<file path="config.mk">
export PLATFORM = sky130hd
export DESIGN_NAME = epfill_dma
export DESIGN_NICKNAME = d
export VERILOG_FILES = /design/src/rtl/epfill_pkg.sv /design/src/rtl/epfill_chan.sv /design/src/rtl/epfill_arb.sv /design/src/rtl/epfill_mover.sv /design/src/rtl/epfill_dma.sv
export SDC_FILE = /design/constraint.sdc
export NUM_CORES = 1
export LEC_CHECK = 0
export BUFFER_PORTS_ARGS = -buffer_cell sky130_fd_sc_hd__buf_4
export CAP_MARGIN = 20
export CELL_PAD_IN_SITES_DETAIL_PLACEMENT = 0
export CELL_PAD_IN_SITES_GLOBAL_PLACEMENT = 2
export CORE_AREA = 8 8 168 288
export DETAILED_ROUTE_END_ITERATION = 12
export DIE_AREA = 0 0 176 296
export PLACE_DENSITY_LB_ADDON = 0.1
export RECOVER_POWER = 50
export SYNTH_ARGS = -nofsm -noshare
export SYNTH_HDL_FRONTEND = slang
export SYNTH_SLANG_ARGS = --single-unit
</file>
<file path="constraint.sdc">
create_clock -name clk -period 4.4 [get_ports clk]
set_input_delay 0.66 -clock clk [delete_from_list [all_inputs] [get_ports clk]]
set_output_delay 0.66 -clock clk [all_outputs]
set_load 0.02 [all_outputs]
</file>
<file path="src/rtl/epfill_pkg.sv">
package epfill_pkg;
  typedef enum logic [1:0] {
    CH_IDLE,
    CH_DUE,
    CH_LOAD,
    CH_HOLD
  } ch_phase_e;

  typedef enum logic {
    ENG_IDLE,
    ENG_MOVE
  } eng_state_e;
endpackage

</file>
<file path="src/rtl/epfill_chan.sv">
module epfill_chan
  import epfill_pkg::*;
#(
  parameter int LEN_W = 16
) (
  input  logic             clk,
  input  logic             rst_n,
  input  logic             cfg_we,
  input  logic [LEN_W-1:0] cfg_len,
  input  logic             cfg_zlp,
  input  logic             grant,
  input  logic             byte_tk,
  input  logic             pkt_end,
  input  logic             pkt_full,
  input  logic             dma_req,
  output logic             due,
  output logic             busy,
  output logic             pkt_rdy,
  output logic             done,
  output logic [LEN_W-1:0] rem
);
  ch_phase_e phase;
  logic      zlp_mode;
  logic      last_full;

  always_ff @(posedge clk) begin
    if (!rst_n) begin
      phase     <= CH_IDLE;
      rem       <= '0;
      zlp_mode  <= 1'b0;
      last_full <= 1'b0;
      done      <= 1'b0;
    end else begin
      done <= 1'b0;
      unique case (phase)
        CH_IDLE: begin
          if (cfg_we) begin
            rem       <= cfg_len;
            zlp_mode  <= cfg_zlp;
            last_full <= 1'b0;
            phase     <= CH_DUE;
          end
        end
        CH_DUE: begin
          if (grant) phase <= CH_LOAD;
        end
        CH_LOAD: begin
          if (byte_tk) rem <= rem - LEN_W'(1);
          if (pkt_end) begin
            last_full <= pkt_full;
            phase     <= CH_HOLD;
          end
        end
        CH_HOLD: begin
          if (dma_req) begin
            if (rem != '0 || (zlp_mode && last_full)) begin
              phase <= CH_DUE;
            end else begin
              phase <= CH_IDLE;
              done  <= 1'b1;
            end
          end
        end
        default: phase <= CH_IDLE;
      endcase
    end
  end

  assign due     = (phase == CH_DUE);
  assign busy    = (phase != CH_IDLE);
  assign pkt_rdy = (phase == CH_HOLD);
endmodule

</file>
<file path="src/rtl/epfill_arb.sv">
module epfill_arb #(
  parameter int N     = 8,
  parameter int IDX_W = 3
) (
  input  logic [N-1:0]     req,
  output logic             any,
  output logic [IDX_W-1:0] idx
);
  always_comb begin
    any = |req;
    idx = '0;
    for (int i = N - 1; i >= 0; i--) begin
      if (req[i]) idx = IDX_W'(i);
    end
  end
endmodule

</file>
<file path="src/rtl/epfill_mover.sv">
module epfill_mover
  import epfill_pkg::*;
#(
  parameter int N         = 8,
  parameter int LEN_W     = 16,
  parameter int DATA_W    = 8,
  parameter int MAX_PKT   = 512,
  parameter int BLK_BYTES = 64,
  parameter int IDX_W     = 3
) (
  input  logic              clk,
  input  logic              rst_n,
  input  logic              due_any,
  input  logic [IDX_W-1:0]  due_idx,
  input  logic [LEN_W-1:0]  rem_sel,
  input  logic              in_valid,
  output logic              in_ready,
  input  logic [DATA_W-1:0] in_data,
  output logic              ep_valid,
  input  logic              ep_ready,
  output logic [DATA_W-1:0] ep_data,
  output logic [IDX_W-1:0]  ep_sel,
  output logic              ep_blk_end,
  output logic [N-1:0]      grant,
  output logic [N-1:0]      byte_tk,
  output logic [N-1:0]      pkt_end,
  output logic              pkt_full
);
  localparam int PKT_W = $clog2(MAX_PKT + 1);
  localparam int BLK_W = $clog2(BLK_BYTES + 1);

  eng_state_e       state;
  logic [IDX_W-1:0] cur;
  logic [PKT_W-1:0] pkt_left;
  logic [PKT_W-1:0] first_len;
  logic [BLK_W-1:0] blk_left;
  logic             full_q;
  logic             moving;
  logic             hs;
  logic             end_now;

  function automatic logic [BLK_W-1:0] blk_of(input logic [PKT_W-1:0] n);
    return (n >= PKT_W'(BLK_BYTES)) ? BLK_W'(BLK_BYTES) : BLK_W'(n);
  endfunction

  always_comb begin
    if (rem_sel >= LEN_W'(MAX_PKT)) first_len = PKT_W'(MAX_PKT);
    else                            first_len = PKT_W'(rem_sel);
  end

  assign moving     = (state == ENG_MOVE) && (pkt_left != '0);
  assign hs         = moving && in_valid && ep_ready;
  assign end_now    = (state == ENG_MOVE) &&
                      ((pkt_left == '0) || (hs && pkt_left == PKT_W'(1)));
  assign ep_valid   = moving && in_valid;
  assign in_ready   = moving && ep_ready;
  assign ep_data    = in_data;
  assign ep_sel     = cur;
  assign ep_blk_end = ep_valid && (blk_left == BLK_W'(1));
  assign pkt_full   = full_q;

  for (genvar g = 0; g < N; g++) begin : g_evt
    assign grant[g]   = (state == ENG_IDLE) && due_any && (due_idx == IDX_W'(g));
    assign byte_tk[g] = hs && (cur == IDX_W'(g));
    assign pkt_end[g] = end_now && (cur == IDX_W'(g));
  end

  always_ff @(posedge clk) begin
    if (!rst_n) begin
      state    <= ENG_IDLE;
      cur      <= '0;
      pkt_left <= '0;
      blk_left <= '0;
      full_q   <= 1'b0;
    end else begin
      unique case (state)
        ENG_IDLE: begin
          if (due_any) begin
            cur      <= due_idx;
            pkt_left <= first_len;
            blk_left <= blk_of(first_len);
            full_q   <= (rem_sel >= LEN_W'(MAX_PKT));
            state    <= ENG_MOVE;
          end
        end
        ENG_MOVE: begin
          if (end_now) begin
            state <= ENG_IDLE;
          end else if (hs) begin
            pkt_left <= pkt_left - PKT_W'(1);
            if (blk_left == BLK_W'(1)) blk_left <= blk_of(pkt_left - PKT_W'(1));
            else                       blk_left <= blk_left - BLK_W'(1);
          end
        end
        default: state <= ENG_IDLE;
      endcase
    end
  end
endmodule

</file>
<file path="src/rtl/epfill_dma.sv">
module epfill_dma #(
  parameter int N         = 8,
  parameter int LEN_W     = 16,
  parameter int DATA_W    = 8,
  parameter int MAX_PKT   = 512,
  parameter int BLK_BYTES = 64,
  localparam int IDX_W    = (N > 1) ? $clog2(N) : 1
) (
  input  logic              clk,
  input  logic              rst_n,
  input  logic              cfg_valid,
  input  logic [IDX_W-1:0]  cfg_ep,
  input  logic [LEN_W-1:0]  cfg_len,
  input  logic              cfg_zlp,
  input  logic [N-1:0]      dma_req,
  input  logic              in_valid,
  output logic              in_ready,
  input  logic [DATA_W-1:0] in_data,
  output logic              ep_valid,
  input  logic              ep_ready,
  output logic [DATA_W-1:0] ep_data,
  output logic [IDX_W-1:0]  ep_sel,
  output logic              ep_blk_end,
  output logic [N-1:0]      pkt_rdy,
  output logic [N-1:0]      busy,
  output logic [N-1:0]      done
);
  logic [N-1:0]     due;
  logic [N-1:0]     grant;
  logic [N-1:0]     byte_tk;
  logic [N-1:0]     pkt_end;
  logic             pkt_full;
  logic             due_any;
  logic [IDX_W-1:0] due_idx;
  logic [LEN_W-1:0] rem_a [N];
  logic [LEN_W-1:0] rem_sel;

  for (genvar g = 0; g < N; g++) begin : g_ch
    epfill_chan #(.LEN_W(LEN_W)) i_chan (
      .clk      (clk),
      .rst_n    (rst_n),
      .cfg_we   (cfg_valid && cfg_ep == IDX_W'(g)),
      .cfg_len  (cfg_len),
      .cfg_zlp  (cfg_zlp),
      .grant    (grant[g]),
      .byte_tk  (byte_tk[g]),
      .pkt_end  (pkt_end[g]),
      .pkt_full (pkt_full),
      .dma_req  (dma_req[g]),
      .due      (due[g]),
      .busy     (busy[g]),
      .pkt_rdy  (pkt_rdy[g]),
      .done     (done[g]),
      .rem      (rem_a[g])
    );
  end

  epfill_arb #(.N(N), .IDX_W(IDX_W)) i_arb (
    .req (due),
    .any (due_any),
    .idx (due_idx)
  );

  assign rem_sel = rem_a[due_idx];

  epfill_mover #(
    .N(N), .LEN_W(LEN_W), .DATA_W(DATA_W), .MAX_PKT(MAX_PKT),
    .BLK_BYTES(BLK_BYTES), .IDX_W(IDX_W)
  ) i_mover (
    .clk        (clk),
    .rst_n      (rst_n),
    .due_any    (due_any),
    .due_idx    (due_idx),
    .rem_sel    (rem_sel),
    .in_valid   (in_valid),
    .in_ready   (in_ready),
    .in_data    (in_data),
    .ep_valid   (ep_valid),
    .ep_ready   (ep_ready),
    .ep_data    (ep_data),
    .ep_sel     (ep_sel),
    .ep_blk_end (ep_blk_end),
    .grant      (grant),
    .byte_tk    (byte_tk),
    .pkt_end    (pkt_end),
    .pkt_full   (pkt_full)
  );
endmodule

</file>
==> impl_metrics.yaml <==
run_status:
  status: "finished, violations left"
  violations: "capacitance limit, slew limit"
setup_path:
  rr_worst_depth: 7
  crit_slowest_cell: "nor4_1"
  cp_cell_sequence: "or3_1 > nor4_1 > nand2_1 > nor3_1 > o2111ai_1 > a2111oi_0 > a211oi_1"
  worstPathRequired_ns: 4.65
  slowest_delay_ns: 1.09
  cp.depth: 7
  crit_family: "simple AND/OR/NAND/NOR gates"
  start_kind: "flip-flop"
  cp_num_buf_inv: 0
  critPathKind: "flip-flop to flip-flop"
  crit_path_max_fanout: 7
  arrival_ns: 4.08
  crit_path_end_kind: "flip-flop"
clock_network:
  clkSinkCount: 190
  cts_hold_buf: 0
  cts_inserted_buffers: 17
  cts_buffer_depth: 2
  post-cts-setup-buffers: 0
  insertion_delay_ns: 0.47
  cts_tree: "done"
  post_cts_resized: 0
  h-tree-depth: 4
  cts-root-buf: "clkbuf_16"
  path_clk_slew_ns: 0.08
floorplanning:
  core.rowCount: 102
  core_area_um2: 44290
  die-area_um2: 52100
  start_util_pct: 29.68
  die_h_um: 296
  die_w_um: 176
  io_pins: 79
final_layout:
  fin_util_pct: 32.37
  multiInputGateArea_um2: 8239
  area_growth_pct: 9.052
  fill_cells: 4831
  fin_nets: 1840
  seqCellArea_um2: 3804
  drive_gt1_share_pct: 8.937
  diodes: 0
power:
  intPower_mw: 5.142
  clock_power_share_pct: 15.9
  p_leak_nw: 5.368
  switching_share_pct: 52.20
  ir_drop_v: 0.0003609
  p_comb_share_pct: 60.1
  p_seq_share_pct: 24.0
  p_per_area_nw_per_um2: 750.6
  switchingPower_mw: 5.616
sta:
  period_minus_slack_ns: 3.829
  relSlewSlack_pct: -78.98
  setup_violations: 0
  tightest_slew_ns: 2.685
  skew_ns: 0.01714
  tns_ns: 0
  maxSlewViolCount: 82
  fin_crit_sh_pct: 87.02
  fmax_ghz: 0.2612
  finalHoldViolCount: 0
  rsz0062_at_grt: "false"
grt:
  grt_start_max_net_pins: 105
  antenna_found_initial: 1
  grt_pass1_wl_um: 89320
  use_met3_pct: 2.472
  grt-busiest-layer: "met2"
  grtUsageMet2_pct: 41.95
  first_global_vias: 13240
  use_met1_pct: 25.69
  grt_overflow_total: 0
  track_usage_pct: 23.10
placement:
  port_buffers: 62
  dpl.hpwl_um: 45630
  globalplace.congestion: 0.9392
route:
  ant_nets: 0
  drc_errors: 0
  via_per_inst: 5.744
  wl_per_cell_um: 26.01
  vias: 13440
  wl_um: 60860
  first_pass_iters: 5
  drt_iter0_markers: 984
logic_synthesis:
  synth.top_cell.area_share_pct: 28.94
  syn_area_per_cell_um2: 7.347
  ys_ff_latch: 190
  ys_warn_count: 0
  synthCells: 1789
  async_reset_ff_share_pct: 0
  synth_top_cell_by_area: "dfxtp_1"
  synth.cell_area_um2: 13140
  seq_area_frac_synth_pct: 28.94
  synth.distinct_cells: 80
  syn-num-nets: 1874
  synth_edf_count: 0
  yosys-top-cells-area: "dfxtp_1, nand2_1, a21oi_1"
  synthFlopType: "dfxtp_1"
job:
  drv_cap: 2
worst_hold_path:
  hold_class: "input pin to flip-flop"
  hold_depth: 3
## sequential cells by signal, summed over array words and instances, names as in the netlist, 3 cells and up
register	count
g_ch.i_chan.zlp_mode	8
g_ch.i_chan.rem	128
g_ch.i_chan.last_full	8
i_mover.pkt_left	10
g_ch.i_chan.phase	16
i_mover.blk_left	7
g_ch.i_chan.done	8
i_mover.ep_sel	3
## through the flow
stage	hold slack, ns	setup WS [ns]	cells	instance area, um^2	power (mW)
floorplan	0.4364	1.424	1789	13140	7.093
global placement	0.4509	0.8443	2307	13890	9.123
detailed placement	0.4546	0.8105	2307	13890	9.122
CTS	0.4224	0.7916	2339	14490	10.86
global route	0.4441	0.2923	2340	14330	11.46
finish	0.4398	0.5712	2340	14330	10.76
## layout make-up
class | count | area share [%]
clock buffer | 19 | 3.090
inverter | 91 | 2.392
multi-input combinational | 1355 | 57.48
tap | 572 | 4.993
sequential | 190 | 26.54
clock inverter | 13 | 1.091
timing repair buffer | 100 | 4.417
## synth_stat cells, drive strengths merged, types with 53 or more instances
| cell type | count |
|---|---|
| o22ai | 54 |
| a21oi | 148 |
| nand2 | 227 |
| buf | 61 |
| o21ai | 114 |
| mux2i | 53 |
| dfxtp | 190 |
| clkbuf | 92 |
| nor2 | 172 |
| nand3 | 58 |
| nor3 | 57 |
| inv | 90 |
## worst paths after layout
kind,start,slack (ns),end
min,dma_req[3],0.44,g_ch[3].i_chan.done
max reg2reg,i_mover.pkt_left[4],0.57,g_ch[3].i_chan.phase[0]
min reg2reg,g_ch[4].i_chan.zlp_mode,0.47,g_ch[4].i_chan.zlp_mode
max,i_mover.pkt_left[4],0.57,g_ch[3].i_chan.phase[0]
## layer usage
layer / up-vias / routed length (um)
met5: - / 0
met2: 324 / 31250
met4: 0 / 3594
li1: 6417 / -
met3: 95 / 1787
met1: 6606 / 24230
## worst register-to-register path: stages (launching register included)
cell and delay, ns:
dfxtp_1 0.37, or3_1 0.43, nor4_1 1.09, nand2_1 0.38, nor3_1 0.55, o2111ai_1 0.26, a2111oi_0 0.45, a211oi_1 0.10
## cells by family after synthesis
kind of cell	count (synthesis)	synth area share (%)
fa+ha+maj	44	4.188
compound gates	558	27.99
buf+inv	244	8.206
simple gates	673	24.52
mux	70	5.493
xor+xnor	10	0.6663
flops	190	28.94
## power groups by stage
stage | Combinational [mW] | Sequential, mW | Clock (mW)
5_1_grt | 7.02 | 2.64 | 1.80
3_5_place_dp | 6.50 | 2.62 | 0
6_report | 6.46 | 2.59 | 1.71
3_3_place_gp | 6.50 | 2.62 | 0
4_1_cts | 6.53 | 2.58 | 1.74
2_1_floorplan | 4.69 | 2.40 | 0
## placed cells by master (no fill, tap or decap), types with 20 or more instances in the layout
| cell | synthesis | routed |
|---|---|---|
| ha_1 | 44 | 44 |
| dfxtp_1 | 190 | 190 |
| o211ai_1 | 20 | 20 |
| o21ai_0 | 109 | 109 |
| a21oi_1 | 148 | 148 |
| o221a_2 | 22 | 22 |
| o22ai_1 | 54 | 54 |
| a211oi_1 | 20 | 20 |
| clkbuf_1 | 91 | 38 |
| o32ai_1 | 29 | 29 |
| nor2_1 | 170 | 170 |
| inv_1 | 89 | 89 |
| or3_1 | 31 | 31 |
| buf_4 | 32 | 59 |
| nand2_1 | 227 | 227 |
| o31ai_1 | 21 | 21 |
| a31oi_1 | 27 | 27 |
| nand2b_1 | 24 | 24 |
| nor3_1 | 53 | 54 |
| nand3_1 | 58 | 58 |
| mux2i_1 | 53 | 53 |
(Power assumes the default switching activity.)
